[config.mk]
export PLATFORM = sky130hd
export DESIGN_NAME = fsync_serial_port
export DESIGN_NICKNAME = d
export VERILOG_FILES = /design/src/rtl/fsp_pkg.sv /design/src/rtl/fsp_fifo.sv /design/src/rtl/fsp_tx.sv /design/src/rtl/fsp_rx.sv /design/src/rtl/fsync_serial_port.sv
export SDC_FILE = /design/constraint.sdc
export NUM_CORES = 1
export LEC_CHECK = 0
export BUFFER_PORTS_ARGS = -buffer_cell sky130_fd_sc_hd__clkbuf_2
export CORE_MARGIN = 2
export CORE_UTILIZATION = 55
export DETAILED_ROUTE_END_ITERATION = 8
export GPL_ROUTABILITY_DRIVEN = 0
export PLACE_DENSITY = 0.75
export SYNTH_ARGS = -nofsm -noshare
export SYNTH_HDL_FRONTEND = slang
export SYNTH_SLANG_ARGS = --single-unit
[constraint.sdc]
create_clock -name clk -period 3.2 [get_ports clk]
set_clock_uncertainty 0.1 [all_clocks]
set_input_delay 0.64 -clock clk [delete_from_list [all_inputs] [get_ports clk]]
set_output_delay 0.64 -clock clk [all_outputs]
set_load 0.02 [all_outputs]
[src/rtl/fsp_pkg.sv]
package fsp_pkg;

   // Control word layout, highest bit first
   typedef struct packed {
      logic [1:0] rx_wm;
      logic [1:0] tx_wm;
      logic       rx_en;
      logic       tx_en;
      logic       rx_rst;
      logic       tx_rst;
   } ctl_word_t;

   // Watermark code to entry threshold: 0 -> 1, n -> n * depth/4
   function automatic int wm_threshold(input int depth, input logic [1:0] code);
      return (code == 2'd0) ? 1 : int'(code) * (depth / 4);
   endfunction

endpackage

[src/rtl/fsp_fifo.sv]
module fsp_fifo #(
   parameter  int WIDTH = 16,
   parameter  int DEPTH = 16,
   localparam int AW    = $clog2(DEPTH),
   localparam int CW    = AW + 1
) (
   input  logic             clk,
   input  logic             rst_n,
   input  logic             flush,
   input  logic             push,
   input  logic [WIDTH-1:0] wdata,
   input  logic             pop,
   output logic [WIDTH-1:0] rdata,
   output logic [CW-1:0]    level,
   output logic             full,
   output logic             empty
);

   if (DEPTH < 4 || (DEPTH & (DEPTH - 1)) != 0) begin : g_bad_depth
      $error("fsp_fifo: DEPTH must be a power of two, at least 4");
   end

   logic [WIDTH-1:0] mem [DEPTH];
   logic [AW-1:0]    wr_ptr, rd_ptr;
   logic             do_push, do_pop;

   assign full    = (level == CW'(DEPTH));
   assign empty   = (level == '0);
   assign do_push = push && !full;
   assign do_pop  = pop && !empty;
   assign rdata   = mem[rd_ptr];

   always_ff @(posedge clk or negedge rst_n) begin
      if (!rst_n) begin
         wr_ptr <= '0;
         rd_ptr <= '0;
         level  <= '0;
      end else if (flush) begin
         wr_ptr <= '0;
         rd_ptr <= '0;
         level  <= '0;
      end else begin
         if (do_push) wr_ptr <= wr_ptr + AW'(1);
         if (do_pop)  rd_ptr <= rd_ptr + AW'(1);
         level <= level + CW'(do_push) - CW'(do_pop);
      end
   end

   always_ff @(posedge clk) begin
      if (do_push && !flush) mem[wr_ptr] <= wdata;
   end


   no_overflow_chk: assert property (@(posedge clk) disable iff (!rst_n)
      (full && push && !pop && !flush) |=> (level == CW'(DEPTH)));

endmodule

[src/rtl/fsp_tx.sv]
module fsp_tx #(
   parameter  int WIDTH     = 16,
   parameter  bit MSB_FIRST = 1'b1,
   localparam int BW        = $clog2(WIDTH + 1)
) (
   input  logic             clk,
   input  logic             rst_n,
   input  logic             srst,
   input  logic             enable,
   input  logic             frame_start,
   input  logic             sck_fall,
   input  logic             fifo_empty,
   input  logic [WIDTH-1:0] fifo_data,
   output logic             fifo_pop,
   output logic             sdo,
   output logic             active,
   output logic             busy,
   output logic             underrun
);

   logic [WIDTH-1:0] shreg, sh_next;
   logic [BW-1:0]    bits;
   logic             out_bit, nxt_active;

   if (MSB_FIRST) begin : g_msb
      assign out_bit = shreg[WIDTH-1];
      assign sh_next = {shreg[WIDTH-2:0], 1'b0};
   end else begin : g_lsb
      assign out_bit = shreg[0];
      assign sh_next = {1'b0, shreg[WIDTH-1:1]};
   end

   assign nxt_active = enable && (active || !fifo_empty);
   assign fifo_pop   = frame_start && nxt_active && !fifo_empty && !srst;
   assign busy       = (bits != '0);

   always_ff @(posedge clk or negedge rst_n) begin
      if (!rst_n) begin
         active <= 1'b0; bits <= '0; shreg <= '0; sdo <= 1'b1; underrun <= 1'b0;
      end else if (srst) begin
         active <= 1'b0; bits <= '0; shreg <= '0; sdo <= 1'b1; underrun <= 1'b0;
      end else if (frame_start) begin
         active <= nxt_active;
         if (fifo_pop) begin
            shreg <= fifo_data;
            bits  <= BW'(WIDTH);
         end else begin
            bits <= '0;
            if (nxt_active) underrun <= 1'b1;
         end
      end else if (sck_fall) begin
         if (busy) begin
            sdo   <= out_bit;
            shreg <= sh_next;
            bits  <= bits - BW'(1);
         end else begin
            sdo <= 1'b1;
         end
      end
   end


   tx_wake_chk: assert property (@(posedge clk) disable iff (!rst_n)
      $rose(active) |-> $past(frame_start && enable && !fifo_empty));

endmodule

[src/rtl/fsp_rx.sv]
module fsp_rx #(
   parameter  int WIDTH     = 16,
   parameter  bit MSB_FIRST = 1'b1,
   localparam int BW        = $clog2(WIDTH + 1)
) (
   input  logic             clk,
   input  logic             rst_n,
   input  logic             srst,
   input  logic             enable,
   input  logic             frame_start,
   input  logic             sck_rise,
   input  logic             sdi,
   input  logic             fifo_full,
   output logic             push,
   output logic [WIDTH-1:0] word,
   output logic             active,
   output logic             overrun
);

   logic [WIDTH-1:0] shreg, word_next;
   logic [BW-1:0]    bits;
   logic             done;

   if (MSB_FIRST) begin : g_msb
      assign word_next = {shreg[WIDTH-2:0], sdi};
   end else begin : g_lsb
      assign word_next = {sdi, shreg[WIDTH-1:1]};
   end

   assign done = sck_rise && !frame_start && (bits == BW'(1));
   assign push = done && !fifo_full && !srst;
   assign word = word_next;

   always_ff @(posedge clk or negedge rst_n) begin
      if (!rst_n) begin
         active <= 1'b0; bits <= '0; shreg <= '0; overrun <= 1'b0;
      end else if (srst) begin
         active <= 1'b0; bits <= '0; shreg <= '0; overrun <= 1'b0;
      end else if (frame_start) begin
         active <= enable;
         bits   <= enable ? BW'(WIDTH) : '0;
      end else if (sck_rise && bits != '0) begin
         shreg <= word_next;
         bits  <= bits - BW'(1);
         if (done && fifo_full) overrun <= 1'b1;
      end
   end


   rx_wake_chk: assert property (@(posedge clk) disable iff (!rst_n)
      $rose(active) |-> $past(frame_start && enable));

endmodule

[src/rtl/fsync_serial_port.sv]
module fsync_serial_port #(
   parameter  int WIDTH     = 16,
   parameter  int DEPTH     = 16,
   parameter  bit MSB_FIRST = 1'b1,
   localparam int CW        = $clog2(DEPTH) + 1
) (
   input  logic             clk,
   input  logic             rst_n,
   input  logic             ctl_wr,
   input  logic [7:0]       ctl_wdata,
   output logic [7:0]       ctl_rdata,
   input  logic             tx_push,
   input  logic [WIDTH-1:0] tx_wdata,
   input  logic             rx_pop,
   output logic [WIDTH-1:0] rx_rdata,
   input  logic             sck,
   input  logic             fsync,
   input  logic             sdi,
   output logic             sdo,
   output logic             tx_req,
   output logic             rx_req,
   output logic             tx_on,
   output logic             rx_on,
   output logic             tx_busy,
   output logic             tx_empty,
   output logic             tx_underrun,
   output logic             rx_overrun,
   output logic [CW-1:0]    tx_level,
   output logic [CW-1:0]    rx_level
);

   if (WIDTH < 2) begin : g_bad_width
      $error("fsync_serial_port: WIDTH must be at least 2");
   end

   fsp_pkg::ctl_word_t wr_f;
   logic       tx_en_q, rx_en_q;
   logic [1:0] tx_wm_q, rx_wm_q;
   logic       tx_rst_hit, rx_rst_hit;
   logic       sck_q, fs_prev, sck_rise, sck_fall, frame_start;
   logic       tx_pop, tx_full_unused, rx_push, rx_full, rx_empty_unused;
   logic [WIDTH-1:0] tx_head, rx_word;
   logic [CW-1:0]    tx_free;

   assign wr_f       = fsp_pkg::ctl_word_t'(ctl_wdata);
   assign tx_rst_hit = ctl_wr && wr_f.tx_rst;
   assign rx_rst_hit = ctl_wr && wr_f.rx_rst;
   assign ctl_rdata  = {rx_wm_q, tx_wm_q, rx_en_q, tx_en_q, 2'b00};

   always_ff @(posedge clk or negedge rst_n) begin
      if (!rst_n) begin
         tx_en_q <= 1'b0; rx_en_q <= 1'b0; tx_wm_q <= '0; rx_wm_q <= '0;
      end else if (ctl_wr) begin
         tx_en_q <= wr_f.tx_en && !wr_f.tx_rst;
         rx_en_q <= wr_f.rx_en && !wr_f.rx_rst;
         tx_wm_q <= wr_f.tx_wm;
         rx_wm_q <= wr_f.rx_wm;
      end
   end

   // Bit clock and frame sync are sampled in the system clock domain
   assign sck_rise    = sck && !sck_q;
   assign sck_fall    = !sck && sck_q;
   assign frame_start = sck_rise && fsync && !fs_prev;

   always_ff @(posedge clk or negedge rst_n) begin
      if (!rst_n) begin
         sck_q <= 1'b0; fs_prev <= 1'b0;
      end else begin
         sck_q <= sck;
         if (sck_rise) fs_prev <= fsync;
      end
   end

   fsp_fifo #(.WIDTH(WIDTH), .DEPTH(DEPTH)) u_tx_fifo (
      .clk(clk), .rst_n(rst_n), .flush(tx_rst_hit),
      .push(tx_push), .wdata(tx_wdata), .pop(tx_pop),
      .rdata(tx_head), .level(tx_level), .full(tx_full_unused), .empty(tx_empty));

   fsp_tx #(.WIDTH(WIDTH), .MSB_FIRST(MSB_FIRST)) u_tx (
      .clk(clk), .rst_n(rst_n), .srst(tx_rst_hit), .enable(tx_en_q),
      .frame_start(frame_start), .sck_fall(sck_fall),
      .fifo_empty(tx_empty), .fifo_data(tx_head), .fifo_pop(tx_pop),
      .sdo(sdo), .active(tx_on), .busy(tx_busy), .underrun(tx_underrun));

   fsp_rx #(.WIDTH(WIDTH), .MSB_FIRST(MSB_FIRST)) u_rx (
      .clk(clk), .rst_n(rst_n), .srst(rx_rst_hit), .enable(rx_en_q),
      .frame_start(frame_start), .sck_rise(sck_rise), .sdi(sdi),
      .fifo_full(rx_full), .push(rx_push), .word(rx_word),
      .active(rx_on), .overrun(rx_overrun));

   fsp_fifo #(.WIDTH(WIDTH), .DEPTH(DEPTH)) u_rx_fifo (
      .clk(clk), .rst_n(rst_n), .flush(rx_rst_hit),
      .push(rx_push), .wdata(rx_word), .pop(rx_pop),
      .rdata(rx_rdata), .level(rx_level), .full(rx_full), .empty(rx_empty_unused));

   assign tx_free = CW'(DEPTH) - tx_level;
   assign tx_req  = tx_on && (int'(tx_free) >= fsp_pkg::wm_threshold(DEPTH, tx_wm_q));
   assign rx_req  = rx_on && (int'(rx_level) >= fsp_pkg::wm_threshold(DEPTH, rx_wm_q));


   tx_req_gate_chk: assert property (@(posedge clk) disable iff (!rst_n)
      tx_req |-> (tx_on && !tx_full_unused));


   rx_req_gate_chk: assert property (@(posedge clk) disable iff (!rst_n)
      rx_req |-> (rx_on && !rx_empty_unused));


   tx_reset_clear_chk: assert property (@(posedge clk) disable iff (!rst_n)
      $past(tx_rst_hit) |-> (tx_level == '0 && sdo && !tx_on && !tx_busy
                             && !tx_underrun && !ctl_rdata[2]));


   rx_reset_clear_chk: assert property (@(posedge clk) disable iff (!rst_n)
      $past(rx_rst_hit) |-> (rx_level == '0 && !rx_on && !rx_overrun && !ctl_rdata[3]));

endmodule

==> results of run 1 <==
## stage by stage
step	worst slack [ns]	area [um^2]
after floorplan	0.0376	23900
after global placement	0.275	25300
after detailed placement	0.210	25300
after CTS	-0.188	27200
after global routing	-0.161	27400
final	-0.108	27400
## worst paths after layout
path,start,endpoint,depth (start not counted)
max,u_rx_fifo.rd_ptr[0],rx_rdata[2],5
min,sck,sck_q,1
min in group asynchronous,rst_n,u_tx_fifo.level[4],2
max in group asynchronous,rst_n,u_tx.sdo,3
min reg2reg,u_tx.shreg[0],u_tx.shreg[0],2
max reg2reg,u_tx_fifo.level[2],u_tx_fifo.level[4],17
## critical path: stages (launching register included)
cell and delay (ns):
dfrtp_4 0.44, buf_12 0.16, clkbuf_16 0.17, mux4_2 0.50, mux4_2 0.52, buf_6 0.16
## cell type report
class | instances | area share (%)
clock buffers | 79 | 5.68
inverters | 35 | 0.488
multi-input cells | 593 | 21.9
well taps | 585 | 2.67
repair buffers | 153 | 4.97
flip-flops and latches | 592 | 63.4
clock inverters | 25 | 0.935
## synthesized netlist by cell type (all sizes together) (22+ instances only)
cell type  instances  area (um^2)
dfrtp             79         1980
nor2              78          293
buf               41          298
inv               35          134
edfxtp           512        15400
ha                37          463
mux4             122         2780
and2              22          138
clkbuf            25          104
a22oi             22          170
nand2             67          254
a21oi             37          189
mux2i             36          360
## sequential cells by signal (all words and copies together) (netlist names), 2 cells and up
signal,cells
u_tx_fifo.rd_ptr,4
u_rx_fifo.mem,256
u_rx_fifo.rd_ptr,4
u_tx.bits,5
u_rx.bits,5
u_tx_fifo.wr_ptr,4
rx_wm_q,2
u_tx_fifo.level,5
u_rx_fifo.wr_ptr,4
u_rx.shreg,15
tx_wm_q,2
u_tx.shreg,16
u_rx_fifo.level,5
u_tx_fifo.mem,256
## where the power goes
part	switching (uW)	internal, uW
sequential	363	8840
combinational	2190	2000
clock	2750	3790
## layout by cell type (no fill, tap or decap), types with 7 or more instances in the layout
cell type  netlist  routed
edfxtp_1       512     512
mux4_2         114     114
nor2_1          78      72
dfrtp_1         79      71
nand2_1         66      66
clkbuf_16        0      62
buf_4            9      56
clkbuf_2         0      55
ha_1            37      37
a21oi_1         36      36
mux2i_1         36      36
inv_1           34      34
and2_1          22      22
a22oi_1         21      21
clkbuf_1        24      17
buf_12           0      17
o21ai_0         14      14
xor2_1          13      13
a211oi_1        13      13
a31oi_1         12      12
buf_6           11      12
xnor2_1         11      11
mux2_2          11      11
o211ai_1        10      10
a2111oi_0       10      10
nor2b_1         10       9
and3_1           9       9
mux4_1           8       8
clkinv_1         0       8
clkinv_2         0       7
## metal layers
layer | part of all wire [%] | up-vias | GRT usage [%]
li1 | - | 5370 | -
met2 | 51 | 460 | 39.8
met5 | 0 | - | 0
met1 | 38 | 6336 | 30.3
met3 | 6.9 | 106 | 4.12
met4 | 3.4 | 0 | 9.12
## cell families after synthesis
group,Yosys count,synth area share [%]
compound gates,133,3.69
xor+xnor,24,0.881
fa+ha+maj,39,2.11
buf+inv,101,2.24
flops,592,72.8
mux,169,13.7
other cells,1,0.0157
simple gates,226,4.59
## timing repair
item / CTS / global route
hold buffers: 1 / 0
hold endpoints to repair: 35 / 0
setup buffers: 5 / 4
gates resized for setup: 2 / 43
gates cloned: 1 / 6
endpoints found under the setup margin: 17 / 19
==> metrics, run 1 <==
Port Buffers 72; DR vias about 12000; Reg clk slew, reported paths about 0.060 ns; Cells after DPL 1942; failing checks setup timing; minimum clock period about 3.3 ns; global-route wire length before repair approximately 77000 um; DRC 0; Final Power approximately 20000 uW; cts bufs inserted 56; Top Ports 75; vias in the first global route around 13000; Fin. Hold Viols 0; crit path launch type flip-flop; Max Cap Viol 0; Multi-input gate area 6000 um^2; layout net count 1502; area growth from synthesis to layout 15.0%; CTS Root Cell clkbuf_16; Detailed Place HPWL 30200 um; setup_tns -1.31 ns; final slew viol count 0; CTS tree built; initial antenna violation count 0; crit path capture type output port; pin count of the biggest net entering global routing 43; period utilization 103%; fmax ~300 MHz; routed len/inst approximately 25 um; number of synthesized flops with an enable pin 512; Critical Path RT roughly 2.5 ns; n_diodes 0; Async SR Flop Fraction 13.5%; final std cells w/o fill 2062; filler instances a little under 3000; VDD IR max ~0.00052 V; Worst EP arrival roughly 2.6 ns; Total GRT Usage between 20% and 30%; top_reg_cell synth edfxtp_1; antenna-violating nets left 0; TritonRoute pass-1 iters 7; Initial Util a little under three fifths; r2r setup slk 0.21 ns; syn avg cell area between 15 and 20 um^2; CTS max path bufs 3; Cells after Synth 1285; WHS around 0.13 ns; WL final around 51000 um; LEAKAGE ~0.0096 uW; Die Ht between 200 and 250 um; die area between 40000 and 50000 um^2; Slew headroom between 30% and 40%; row count 76; clk_lat worst skew 0.61 ns; remaining global-route overflow 0; RSZ-0062 raised after global routing yes; H-Tree Depth 2; Yosys reg bits approximately 590; post-layout util 63.8%; Power Dens Cells ~730 nW/um^2; core box area 43000 um^2; Worst-Margin Slew roughly 0.97 ns; final worst setup slack -0.108 ns; Storage cell area 17400 um^2; final-report setup violation count 16; outcome finished with violations; post-synthesis cell type count 61; kind of critical path flip-flop to output port; Synth warnings 0; Die X 212 um; Seq/Total Area, Yosys between 70% and 80%; via/cell ratio 5.95; Sink Count 592; crit path max fanout 7; Worst Hold Class primary input to flip-flop; Netlist Area Pre-Place roughly 24000 um^2; DR iter-0 viols roughly 1100; layout cells sized above 1 approximately a quarter
Power figures use the tool's default switching activity.
==> run 2: changes to the inputs <==
CTS_BUF_LIST = sky130_fd_sc_hd__clkbuf_4 sky130_fd_sc_hd__clkbuf_8   (was unset)
SYNTH_HIERARCHICAL = 1   (was unset)
==> metrics, run 2 <==
DR iter-0 viols 1149 (+3.0%); Reg clk slew, reported paths 0.06 ns (about the same); commonest non-fill, non-tap cell in the layout edfxtp_1; Netlist Area Pre-Place 24500 um^2 (+2.6%); RSZ-0062 raised after global routing yes; Sink Count 592 (unchanged); slowest stage cell, crit path mux4_2; row count 77 (+1.3%); Top Registers u_rx_fifo/mem x256, u_tx_fifo/mem x256, u_tx/shreg x16; cell family with most CP delay multiplexers; WL final 52500 um (+1.9%); area growth from synthesis to layout 17.1%; commonest cells after routing, fill and taps aside edfxtp_1 (512), clkbuf_8 (112), mux2i_1 (94); Die Ht 215 um (+1.3%); Worst EP arrival 2.50 ns (-0.07 ns); fmax 309 MHz (+2.2%); Slew headroom 52.0% (+17 points); CTS Root Cell clkbuf_8; post-layout util 65.0% (+1.2 points); LEAKAGE 0.0103 uW (+7.6%); crit path capture type output port; WP buf/inv 3 (unchanged); Total GRT Usage 23.1% (-0.26 points); layout cells sized above 1 33.7% (+7.4 points); Power Dens Cells 723 nW/um^2 (-0.51%); kind of critical path flip-flop to output port; minimum clock period 3.24 ns (-0.0704 ns); failing checks setup timing; CP Cell Sequence buf_6, buf_12, mux4_2, a22oi_1, nand2_1, clkbuf_8; filler instances 3016 (+2.2%); via/cell ratio 5.83 (-2.0%); Max Cap Viol 0 (unchanged); Storage cell area 17400 um^2 (about the same); global-route wire length before repair 79700 um (+3.8%); Top Ports 75 (unchanged); Detailed Place HPWL 31600 um (+4.7%); H-Tree Depth 3 (+1); final-report setup violation count 4 (-12); CTS max path bufs 3 (unchanged); period utilization 101% (-2.2 points); cts bufs inserted 93 (+66%); vias in the first global route 13600 (+7.8%); core box area 44100 um^2 (+2.7%); clk_lat worst skew 0.67 ns (+0.06 ns); remaining global-route overflow 0 (unchanged); biggest cell delay along the critical path 0.51 ns (about the same); syn avg cell area 18.2 um^2 (-1.8%); antenna-violating nets left 0 (unchanged); pin count of the biggest net entering global routing 68 (+58%); crit path launch type flip-flop; Die X 215 um (+1.3%); Critical Path RT 2.46 ns (about the same); final slew viol count 0 (unchanged); layout net count 1628 (+8.4%); final worst setup slack -0.0375 ns (+0.0704 ns); n_diodes 0 (unchanged); DR vias 13000 (+5.9%); Initial Util 55.5% (about the same); Cells after Synth 1343 (+4.5%); worst slack, placed -0.148 ns (-0.358 ns); TritonRoute pass-1 iters 5 (-2); Port Buffers 72 (unchanged); Synth warnings 6 (+6); routed len/inst 23.5 um (-5.7%); CTS tree built; crit path max fanout 7 (unchanged); die area 46200 um^2 (+2.6%); DRC 0 (unchanged); outcome finished with violations; VDD IR max 0.000489 V (-6.9%); Worst-Margin Slew 0.720 ns (-0.249 ns); Multi-input gate area 6730 um^2 (+12%); Worst Hold Class primary input to flip-flop; Fin. Hold Viols 0 (unchanged); initial antenna violation count 0 (unchanged)
run 2: changes by cell type in the layout (fill, tap and decap cells not counted), sizes merged, moves of 15 or more:
cell and delta:
clkbuf +64, nand3 +15, a21oi -22, buf +41, nor2 -26, a221oi +33
mux4 -26, mux2i +60, a22oi +26
run 2: final cells by class:
class,instances,share of cell area [%]
clock buffers,139,5.93
clock inverters,31,0.571
inverters,47,0.632
multi-input cells,630,23.5
flip-flops and latches,592,60.6
well taps,592,2.58
repair buffers,198,6.23
run 2: repair_timing:
| item | CTS | global route |
|---|---|---|
| setup buffers | 14 | 8 |
| setup endpoints to repair | 18 | 19 |
| gates resized for setup | 52 | 59 |
| hold endpoints to repair | 49 | 0 |
| hold buffers | 1 | 0 |
| gates cloned | 3 | 0 |
| pin swaps | 28 | 35 |
run 2: metrics by stage:
stage | cell area (um^2) | setup TNS, ns | hold slack [ns] | std cells | total power [uW]
floorplan | 24600 | -15.74 | 0.244 | 1344 | 12400
global placement | 26200 | -0.107 | 0.381 | 2033 | 13600
detailed placement | 26200 | -0.269 | 0.386 | 2033 | 13700
CTS | 28400 | -0.571 | 0.00670 | 2221 | 20500
global route | 28700 | -1.31 | 0.0323 | 2229 | 21600
finish | 28700 | -0.0560 | 0.0614 | 2229 | 20700
run 2: layer usage:
| layer | wire [um] | track usage [%] | vias to the layer above |
|---|---|---|---|
| li1 | - | - | 5785 |
| met1 | 20300 | 28.6 | 6697 |
| met2 | 27600 | 40.7 | 415 |
| met3 | 3070 | 4.87 | 98 |
| met4 | 1480 | 7.72 | 0 |
| met5 | 0 | 0 | - |
run 2: power breakdown:
part | switching (uW) | leakage, uW | internal [uW]
registers | 347 | 0.00577 | 8830
clock network | 2800 | 0.000988 | 3470
logic | 2770 | 0.00355 | 2520
run 2: path summary, 6_finish.rpt:
check                                          from            endpoint  slack [ns]  cells after the start
worst min register to register              fs_prev             fs_prev        0.40                      1
max in group asynchronous                     rst_n            u_tx/sdo        1.83                      3
worst min-delay path                   ctl_wdata[1]             rx_en_q        0.06                      2
worst max-delay path            u_rx_fifo/rd_ptr[0]        rx_rdata[11]       -0.04                      6
worst max register to register   u_tx_fifo/level[3]  u_tx_fifo/level[4]        0.08                     17
min in group asynchronous                     rst_n  u_rx_fifo/level[2]        0.46                      2
==> run 3: changes to the inputs <==
==> constraint.sdc (replaced) <==
create_clock -name clk -period 3.2 [get_ports clk]
set_clock_uncertainty 0.1 [all_clocks]
set_input_delay 0.32 -clock clk [delete_from_list [all_inputs] [get_ports clk]]
set_output_delay 0.32 -clock clk [all_outputs]
set_load 0.02 [all_outputs]
==> metrics, run 3 (same netlist as run 2, synthesis figures left out) <==
Top Registers u_rx_fifo/mem x256, u_tx_fifo/mem x256, u_tx/shreg x16; Slew headroom 39.7% (-12 points); min-delay src sdi; Power Dens Cells 702 nW/um^2 (-2.9%); crit path capture type flip-flop; CTS max path bufs 3 (unchanged); cell family with most CP delay simple AND/OR/NAND/NOR gates; Worst-Margin Slew 0.904 ns (+0.185 ns); WP buf/inv 5 (+2); WL final 48000 um (-8.5%); WHS Path Cells 1 (-1); CP Cell Sequence inv_2, ha_4, or4b_4, inv_2, nor2b_1, and3b_1, nand2_1, inv_1, ha_1, inv_1, ha_4, inv_2, fa_2, nor2b_2, o21bai_1, a21oi_1, nor3b_2; LEAKAGE 0.0101 uW (-1.9%); crit path launch type flip-flop; clk_lat worst skew 0.66 ns (about the same); Critical Path RT 3.62 ns (+1.16 ns); Detailed Place HPWL 29000 um (-8.2%); worst r2r dst u_tx_fifo/level[4]; layout net count 1621 (-0.43%); Die Ht 215 um (unchanged); layout cells sized above 1 29.6% (-4.1 points); crit path max fanout 2 (-5); remaining global-route overflow 0 (unchanged); biggest cell delay along the critical path 0.46 ns (-0.05 ns); Fin. Hold Viols 0 (unchanged); DRC 0 (unchanged); r2r setup slk 0.13 ns (+0.05 ns); Worst EP arrival 3.49 ns (+0.99 ns); setup_tns 0 ns (+0.0560 ns); Final Power 19700 uW (-4.8%); commonest cells after routing, fill and taps aside edfxtp_1 (512), clkbuf_8 (99), mux2i_1 (96); pin count of the biggest net entering global routing 47 (-31%); Reg2Reg Depth 17 (unchanged); final-report setup violation count 0 (-4); CTS Root Cell clkbuf_8; core box area 44100 um^2 (unchanged); Initial Util 55.5% (unchanged); antenna-violating nets left 0 (unchanged); commonest non-fill, non-tap cell in the layout edfxtp_1; routed len/inst 21.6 um (-8.3%); row count 77 (unchanged); fmax 325 MHz (+5.4%); most used cell, CP inv_2; Sink Count 592 (unchanged); DR iter-0 viols 775 (-33%); final worst setup slack 0.127 ns (+0.165 ns); worst slack, placed -0.0196 ns (+0.129 ns); Worst Hold Class primary input to flip-flop; Top Ports 75 (unchanged); VDD IR max 0.000455 V (-7.0%); vias in the first global route 13300 (-1.8%); outcome finished clean; cts bufs inserted 93 (unchanged); slowest stage cell, crit path or4b_4; via/cell ratio 5.71 (-2.1%); period utilization 96.0% (-5.2 points); worst flop-to-flop path startpoint u_tx_fifo/level[2]; DR vias 12700 (-2.3%); H-Tree Depth 3 (unchanged); area growth from synthesis to layout 14.8%; Port Buffers 72 (unchanged); global-route wire length before repair 75400 um (-5.5%); Max Cap Viol 0 (unchanged); Reg clk slew, reported paths 0.06 ns (about the same); Die X 215 um (unchanged); minimum clock period 3.07 ns (-0.165 ns); kind of critical path flip-flop to flip-flop; final slew viol count 0 (unchanged); Total GRT Usage 21.3% (-1.9 points); CTS tree built; die area 46200 um^2 (unchanged); hold path endpoint u_rx_fifo/mem[11][0]; TritonRoute pass-1 iters 5 (unchanged); initial antenna violation count 1 (+1)
==> run 3: layer usage <==
layer | track usage (%) | up-vias | routed length (um)
li1 | - | 5758 | -
met1 | 26.1 | 6539 | 19200
met2 | 38.0 | 306 | 25400
met3 | 3.62 | 97 | 2140
met4 | 7.82 | 0 | 1290
met5 | 0 | - | 0
==> run 3: area by class of cell <==
type	instances	area, um^2
Tap cell	592	741
Timing Repair Buffer	191	1440
Clock inverter	40	240
Sequential cell	592	17400
Inverter	47	179
Fill cell	3065	16000
Antenna cell	1	2.50
Clock buffer	132	1610
Multi-Input combinational cell	630	6510
==> run 3: worst max-delay path by stage <==
stage | cells past startpoint | startpoint | slack [ns] | to
after floorplan | 7 | sck | -0.25 | u_rx_fifo/mem[11][0]
after global placement | 17 | u_tx_fifo/level[2] | 0.05 | u_tx_fifo/level[4]
after detailed placement | 17 | u_tx_fifo/level[2] | -0.02 | u_tx_fifo/level[4]
after CTS | 17 | u_tx_fifo/level[2] | 0.003 | u_tx_fifo/level[4]
after global routing | 16 | sck_q | -0.02 | u_rx_fifo/level[4]
final | 17 | u_tx_fifo/level[2] | 0.13 | u_tx_fifo/level[4]
==> run 3: power breakdown <==
part	internal [uW]	total, uW	switching (uW)
Sequential	8820	9170	345
Clock	3420	6230	2820
Combinational	1910	4330	2430
==> run 3: metrics by stage <==
| step | hold slack (ns) | cells | utilization, % | area [um^2] |
|---|---|---|---|---|
| floorplan | -0.0756 | 1344 | - | 24500 |
| global placement | 0.249 | 2012 | 58.5 | 25800 |
| detailed placement | 0.248 | 2012 | 58.5 | 25800 |
| CTS | 0.00212 | 2223 | 63.6 | 28000 |
| global route | 0.0632 | 2225 | 63.7 | 28100 |
| finish | 0.0423 | 2225 | 63.7 | 28100 |
==> run 3: timing repair <==
item,in CTS,in global routing
buffers inserted,1,1
hold buffers,38,0
setup endpoints to repair,1,3
pin swaps,0,5
endpoints found under the hold margin,319,0
resized for setup,1,16
==> run 3: worst register-to-register path: stages (launching register included) <==
cell	delay (ns)
dfrtp_2	0.40
inv_2	0.09
ha_4	0.13
or4b_4	0.46
inv_2	0.07
nor2b_1	0.05
and3b_1	0.19
nand2_1	0.09
inv_1	0.05
ha_1	0.26
inv_1	0.09
ha_4	0.14
inv_2	0.04
fa_2	0.33
nor2b_2	0.14
o21bai_1	0.10
a21oi_1	0.17
nor3b_2	0.06
